==> src/rtl/dbsoft_pkg.sv <==
package dbsoft_pkg;
  localparam int DB_W = 10;

  // control-to-datapath bus
  typedef struct packed {
    logic             armed;  // outputs allowed after first cycle start
    logic [DB_W-1:0]  delay;  // delay applied in the current PWM cycle
  } dbCtrl_t;
endpackage

==> src/rtl/dbsoft_ctrl.sv <==
module dbsoft_ctrl
  import dbsoft_pkg::*;
#(
  parameter int START_NUM = 19,
  parameter int START_DEN = 20
) (
  input  logic            clk,
  input  logic            rstN,
  input  logic            cycleStart,
  input  logic            softStartReq,
  input  logic [DB_W-1:0] tbPeriod,
  input  logic [DB_W-1:0] normalDb,
  input  logic [DB_W-1:0] stepSize,
  output dbCtrl_t         ctrlBus,
  output logic            ssDone
);
  localparam int PW = DB_W + $clog2(START_NUM + 1);

  logic            startPend;
  logic            armedQ;
  logic [DB_W-1:0] appliedQ;
  logic [DB_W-1:0] startVal;
  logic [DB_W-1:0] nextDelay;
  logic            doneQ;

  // start-up delay: a fixed fraction of the time-base period
  assign startVal = DB_W'((PW'(tbPeriod) * PW'(START_NUM)) / PW'(START_DEN));

  always_comb begin
    if (startPend) begin
      nextDelay = (startVal > normalDb) ? startVal : normalDb;
    end else if ((appliedQ > normalDb) && ((appliedQ - normalDb) > stepSize)) begin
      nextDelay = appliedQ - stepSize;
    end else begin
      nextDelay = normalDb;
    end
  end

  always_ff @(posedge clk or negedge rstN) begin
    if (!rstN) begin
      startPend <= 1'b1;
      armedQ    <= 1'b0;
      appliedQ  <= '0;
      doneQ     <= 1'b0;
    end else begin
      startPend <= softStartReq | (startPend & ~cycleStart);
      if (cycleStart) begin
        armedQ   <= 1'b1;
        appliedQ <= nextDelay;
      end
      if (softStartReq) begin
        doneQ <= 1'b0;
      end else if (cycleStart) begin
        doneQ <= (nextDelay == normalDb);
      end
    end
  end

  assign ctrlBus.armed = armedQ;
  assign ctrlBus.delay = appliedQ;
  assign ssDone        = doneQ;
endmodule

==> src/rtl/dbsoft_edge.sv <==
module dbsoft_edge #(
  parameter int W      = 10,
  parameter bit INVERT = 1'b0
) (
  input  logic         clk,
  input  logic         rstN,
  input  logic         enable,
  input  logic         srcIn,
  input  logic [W-1:0] delay,
  output logic         drvOut
);
  logic         active;
  logic [W-1:0] runCnt;

  assign active = srcIn ^ INVERT;

  always_ff @(posedge clk or negedge rstN) begin
    if (!rstN) begin
      runCnt <= '0;
      drvOut <= 1'b0;
    end else begin
      if (!active) begin
        runCnt <= '0;
      end else if (runCnt != '1) begin
        runCnt <= runCnt + 1'b1;
      end
      drvOut <= enable && active && (runCnt >= delay);
    end
  end
endmodule

==> src/rtl/dbsoft_datapath.sv <==
module dbsoft_datapath
  import dbsoft_pkg::*;
(
  input  logic    clk,
  input  logic    rstN,
  input  logic    pwmIn,
  input  dbCtrl_t ctrlBus,
  output logic    hiOut,
  output logic    loOut
);
  logic [1:0] drv;

  // side 0 follows the input, side 1 follows its inverse
  for (genvar g = 0; g < 2; g++) begin : g_side
    dbsoft_edge #(
      .W      (DB_W),
      .INVERT (g == 1)
    ) u_edge (
      .clk    (clk),
      .rstN   (rstN),
      .enable (ctrlBus.armed),
      .srcIn  (pwmIn),
      .delay  (ctrlBus.delay),
      .drvOut (drv[g])
    );
  end

  assign hiOut = drv[0];
  assign loOut = drv[1];
endmodule

==> src/rtl/dbsoft_gen.sv <==
module dbsoft_gen
  import dbsoft_pkg::*;
(
  input  logic            clk,
  input  logic            rstN,
  input  logic            pwmIn,
  input  logic            cycleStart,
  input  logic            softStartReq,
  input  logic [DB_W-1:0] tbPeriod,
  input  logic [DB_W-1:0] normalDb,
  input  logic [DB_W-1:0] stepSize,
  output logic            hiOut,
  output logic            loOut,
  output logic            ssDone
);
  dbCtrl_t ctrlBus;

  dbsoft_ctrl u_ctrl (
    .clk          (clk),
    .rstN         (rstN),
    .cycleStart   (cycleStart),
    .softStartReq (softStartReq),
    .tbPeriod     (tbPeriod),
    .normalDb     (normalDb),
    .stepSize     (stepSize),
    .ctrlBus      (ctrlBus),
    .ssDone       (ssDone)
  );

  dbsoft_datapath u_dp (
    .clk     (clk),
    .rstN    (rstN),
    .pwmIn   (pwmIn),
    .ctrlBus (ctrlBus),
    .hiOut   (hiOut),
    .loOut   (loOut)
  );
endmodule

==> config.mk <==
export PLATFORM = sky130hd
export DESIGN_NAME = dbsoft_gen
export DESIGN_NICKNAME = d
export VERILOG_FILES = /design/src/rtl/dbsoft_pkg.sv /design/src/rtl/dbsoft_ctrl.sv /design/src/rtl/dbsoft_edge.sv /design/src/rtl/dbsoft_datapath.sv /design/src/rtl/dbsoft_gen.sv
export SDC_FILE = /design/constraint.sdc
export NUM_CORES = 1
export LEC_CHECK = 0
export BUFFER_PORTS_ARGS = -buffer_cell sky130_fd_sc_hd__buf_2
export CAP_MARGIN = 20
export CORE_MARGIN = 3
export CORE_UTILIZATION = 63
export DETAILED_ROUTE_END_ITERATION = 6
export PLACE_DENSITY = 0.82
export SYNTH_ARGS = -nofsm -noshare
export SYNTH_HDL_FRONTEND = slang
export SYNTH_SLANG_ARGS = --single-unit
==> constraint.sdc <==
create_clock -name clk -period 8.4 [get_ports clk]
set_input_delay 0.42 -clock clk [delete_from_list [all_inputs] [get_ports clk]]
set_output_delay 0.42 -clock clk [all_outputs]
set_load 0.02 [all_outputs]
==> metrics.md <==
| Metric | Value |
|---|---|
| Status | `finished, violations left` |
| Total power | `around 2.9 mW` |
| XOR/XNOR Fraction of Synth Area | `0.0851` |
| CP startpoint kind | `input pin` |
| Remaining DRCs | `3` |
| Post-synthesis simple-gate area fraction | `0.181` |
| CTS tree | `built` |
| Pre-antenna DRT Iters | `7` |
| Post-route cell area | `6570 sq um` |
| Pin count of the biggest net entering global routing | `36` |
| PD cells | `between 400 and 500 nW/um^2` |
| Worst Path Arrival | `8.33 ns` |
| Share of the synthesized area in the top cell type | `0.185` |
| Global Route met3 Usage | `0.0379` |
| Yosys reg bits | `35` |
| Starting density of the core | `0.655` |
| Routed WL per cell | `~18 microns` |
| Root Driver | `clkbuf_8` |
| Max-Cap Viols | `0` |
| Final Setup Violations | `0` |
| Fillers | `~660` |
| Asr flop ratio synth | `1.00` |
| Placed instance area | `6250 sq um` |
| Routing usage on met2 | `0.471` |
| First-pass GRT wire length | `25.4 mm` |
| CP most frequent cell | `inv_1` |
| Area leader, netlist | `ha_1` |
| Reg2reg path depth | `25` |
| EDFF count, synth | `0` |
| Syn Nets | `between 800 and 900` |
| Fmax | `~120 MHz` |
| Worst Setup SP | `tbPeriod[7]` |
| Reg2reg start | `u_ctrl.appliedQ[0]$_DFFE_PN0P_` |
| Register area share after synthesis | `0.152` |
| Max Root-Sink Buffers | `2` |
| Number of routed nets with antenna violations | `0` |
| Area delta synth->final | `13.9%` |
| Placer congestion estimate | `approximately 1` |
| Core ar. | `about 8800 sq um` |
| Hpwl dp | `approximately 12 mm` |
| Total Wirelength | `between 15 and 20 mm` |
| Mux contribution to synthesized area | `0.0206` |
| Die Span Y | `just over 100 microns` |
| Max Slew Vio Count | `0` |
| Final count of hold timing violations | `0` |
| Clock-pin slew on the worst setup and hold paths | `~0.070 ns` |
| Tcrit/Tclk final | `0.963` |
| 1st-iter DRT viols | `between 300 and 400` |
| Worst skew pair latency | `0.30 ns` |
| Die width | `102 microns` |
| Min Clock Period, post-route | `~8 ns` |
| Layout cell share with drive strength beyond 1 | `0.188` |
| Synthesis Warnings | `0` |
| WP buf/inv | `10` |
| Least-Margin Pin Slew | `approximately 1.0 ns` |
| Initial antenna violation count | `0` |
| Reg-to-reg slack, setup | `~2.7 ns` |
| Mapped Area | `between 5000 and 6000 sq um` |
| Crit path depth | `41` |
| WHS | `0.191 ns` |
| CTS Hold Bufs | `0` |
| Gr busiest metal | `met2` |
| Htree depth | `2` |
| Leakage | `~3.1 nW` |
| Met1 Resource Use GR | `0.439` |
| Vias per cell | `between 6 and 7` |
| Top Family by Delay on Critical Path | `compound AO/OA/AOI/OAI gates` |
| Slowest cell on crit path | `a221oi_1` |
| Synth Area in Compound Gates | `0.283` |
| Setup CP Type | `input pin to flop` |
| CTS Buf Count | `5` |
| Worst Path Required | `approximately 8.6 ns` |
| Critical path endpoint | `u_ctrl.ssDone$_DFFE_PN0P_` |
| Ant. Diodes | `0` |
| CP Capture Type | `flop` |
| CP max stage delay | `approximately 0.50 ns` |
| HP Class | `input pin to asynchronous set/reset pin` |
| Post-Syn Area per Cell | `between 8 and 9 sq um` |
| Slew headroom | `0.326` |
| Failing checks | `DRC` |
| Ports | `38` |
| Top post-synthesis cells by area | `ha_1 18%, dfrtp_1 15%, a21oi_1 4.5%` |
| Clock sinks | `35` |
| Ys flop type | `dfrtp_1` |
| Synth cell types | `slightly above 80` |
| Worst IR Drop VDD | `between 0.0002 and 0.00025 V` |
| Synth Instances | `718` |
| Buffers on Ports | `37` |
| Adder-Cell Fraction of Synth Area | `0.214` |
| Row count | `34` |
| Via count | `~5700` |
| Clock skew | `~0.0094 ns` |
| Largest family of logic cells by synthesized area | `compound AO/OA/AOI/OAI gates` |
| Area of the die | `between 10000 and 15000 sq um` |
| # nets final | `between 900 and 1000` |
| Vias in the first global route | `5373` |
| GRT Residual Overflow | `0` |
| CP max FO | `15` |
| Total GRT Usage | `0.300` |
| Reg-to-reg endpoint | `u_ctrl.ssDone$_DFFE_PN0P_` |
## power breakdown
part           internal, mW  switching, mW  leakage, nW
combinational          1.12           1.40         2.63
clock                0.0883         0.0638       0.0581
sequential            0.196         0.0453        0.450
## logic make-up after synthesis
| logic type | Yosys count |
|---|---|
| DFF | 35 |
| buffers and inverters | 89 |
| and+or+nand+nor | 207 |
| adders and majority gates | 94 |
| AOI/OAI and AO/OA | 226 |
| muxes | 11 |
| xor gates and xnor gates | 56 |
## flip-flops by register name, summed over array words and instances (netlist names)
register / flops
u_ctrl.appliedQ: 10
u_ctrl.armedQ: 1
u_ctrl.ssDone: 1
u_ctrl.startPend: 1
u_dp.g_side.u_edge.drvOut: 2
u_dp.g_side.u_edge.runCnt: 20
## worst min-delay path by stage
| stage | start | endpoint | cells past startpoint |
|---|---|---|---|
| 2_1_floorplan | rstN | u_ctrl.appliedQ[0]$_DFFE_PN0P_ | 0 |
| 3_3_place_gp | u_ctrl.ssDone$_DFFE_PN0P_ | u_ctrl.ssDone$_DFFE_PN0P_ | 1 |
| 3_5_place_dp | u_ctrl.ssDone$_DFFE_PN0P_ | u_ctrl.ssDone$_DFFE_PN0P_ | 1 |
| 4_1_cts | rstN | u_dp.g_side[0].u_edge.runCnt[3]$_DFFE_PN0P_ | 1 |
| 5_1_grt | rstN | u_ctrl.appliedQ[0]$_DFFE_PN0P_ | 1 |
| 6_report | rstN | u_ctrl.appliedQ[0]$_DFFE_PN0P_ | 1 |
## metal layers
metal,share of wire,wire length (microns)
met4,0.019,304
met2,0.46,7230
met5,0,0
met1,0.45,7130
met3,0.066,1030
## worst register-to-register path, cell delays in order (launching register included)
cell	delay [ns]
dfrtp_1	0.42
inv_1	0.13
ha_1	0.15
inv_1	0.06
fa_1	0.40
a21o_1	0.20
a21oi_1	0.23
nor2b_1	0.08
o21a_1	0.20
o21a_1	0.18
o21ai_0	0.16
nand2b_1	0.10
xor2_1	0.16
ha_1	0.30
nand4_1	0.08
nor3_1	0.05
nor3_1	0.18
o311ai_0	0.35
nor2_1	0.70
nor2_4	0.09
buf_4	0.20
a221oi_1	0.50
xnor2_1	0.18
nand3_1	0.10
a2111oi_2	0.22
a22o_1	0.19
## layout make-up
class	count	area (sq um)	share of cell area
Sequential cell	35	877	0.134
Inverter	63	236	0.0360
Timing Repair Buffer	82	539	0.0821
Clock inverter	3	43.8	0.00667
Multi-Input combinational cell	594	4670	0.711
Tap cell	108	135	0.0206
Clock buffer	5	68.8	0.0105
## cell usage in the layout, fill, tap and decap left out, drive strengths merged, types with 6 or more instances in the layout
cell type   n
a221oi      8
nand2      36
a31oi       8
o2111ai     6
inv        63
buf        81
xor2       27
ha         85
nor2       66
or2         6
xnor2      29
nand2b     11
nand3      15
dfrtp      34
o22ai       6
nor2b       6
a21o       27
fa          8
o211ai     16
nand4      11
o21ai      39
a21oi      52
nor4       10
a211oi      7
mux2i       7
o31ai       7
o21a        8
nor3       21
## synthesized netlist by cell type (6+ instances only)
cell	instances
nand2b_1	11
o2111ai_1	6
xnor2_1	29
nor2b_1	6
a221oi_1	7
nor4_1	9
inv_1	63
nand4_1	11
nor2_1	65
ha_1	85
fa_1	8
buf_2	7
xor2_1	27
o211ai_1	16
clkbuf_1	14
mux2i_1	7
a211oi_1	7
o21ai_0	36
nand3_1	15
a31oi_1	8
dfrtp_1	34
a21oi_1	52
nand2_1	36
nor3_1	20
a21o_1	27
o21a_1	8
## timing repair
| action | in CTS | in global routing |
|---|---|---|
| setup buffers | 0 | 6 |
| gates resized for setup | 0 | 32 |
| setup endpoints to repair | 0 | 6 |
## metrics by stage
step                      utilization  cells  setup WS, ns  TNS [ns]
after floorplan                     -    718         0.241         0
after global placement          0.710    875       0.00921         0
after detailed placement        0.710    875        -0.242    -0.242
after CTS                       0.723    883       0.00987         0
after global routing            0.746    890       -0.0867   -0.0867
final                           0.746    890         0.307         0
No activity file was read; power rests on OpenSTA's default activity.
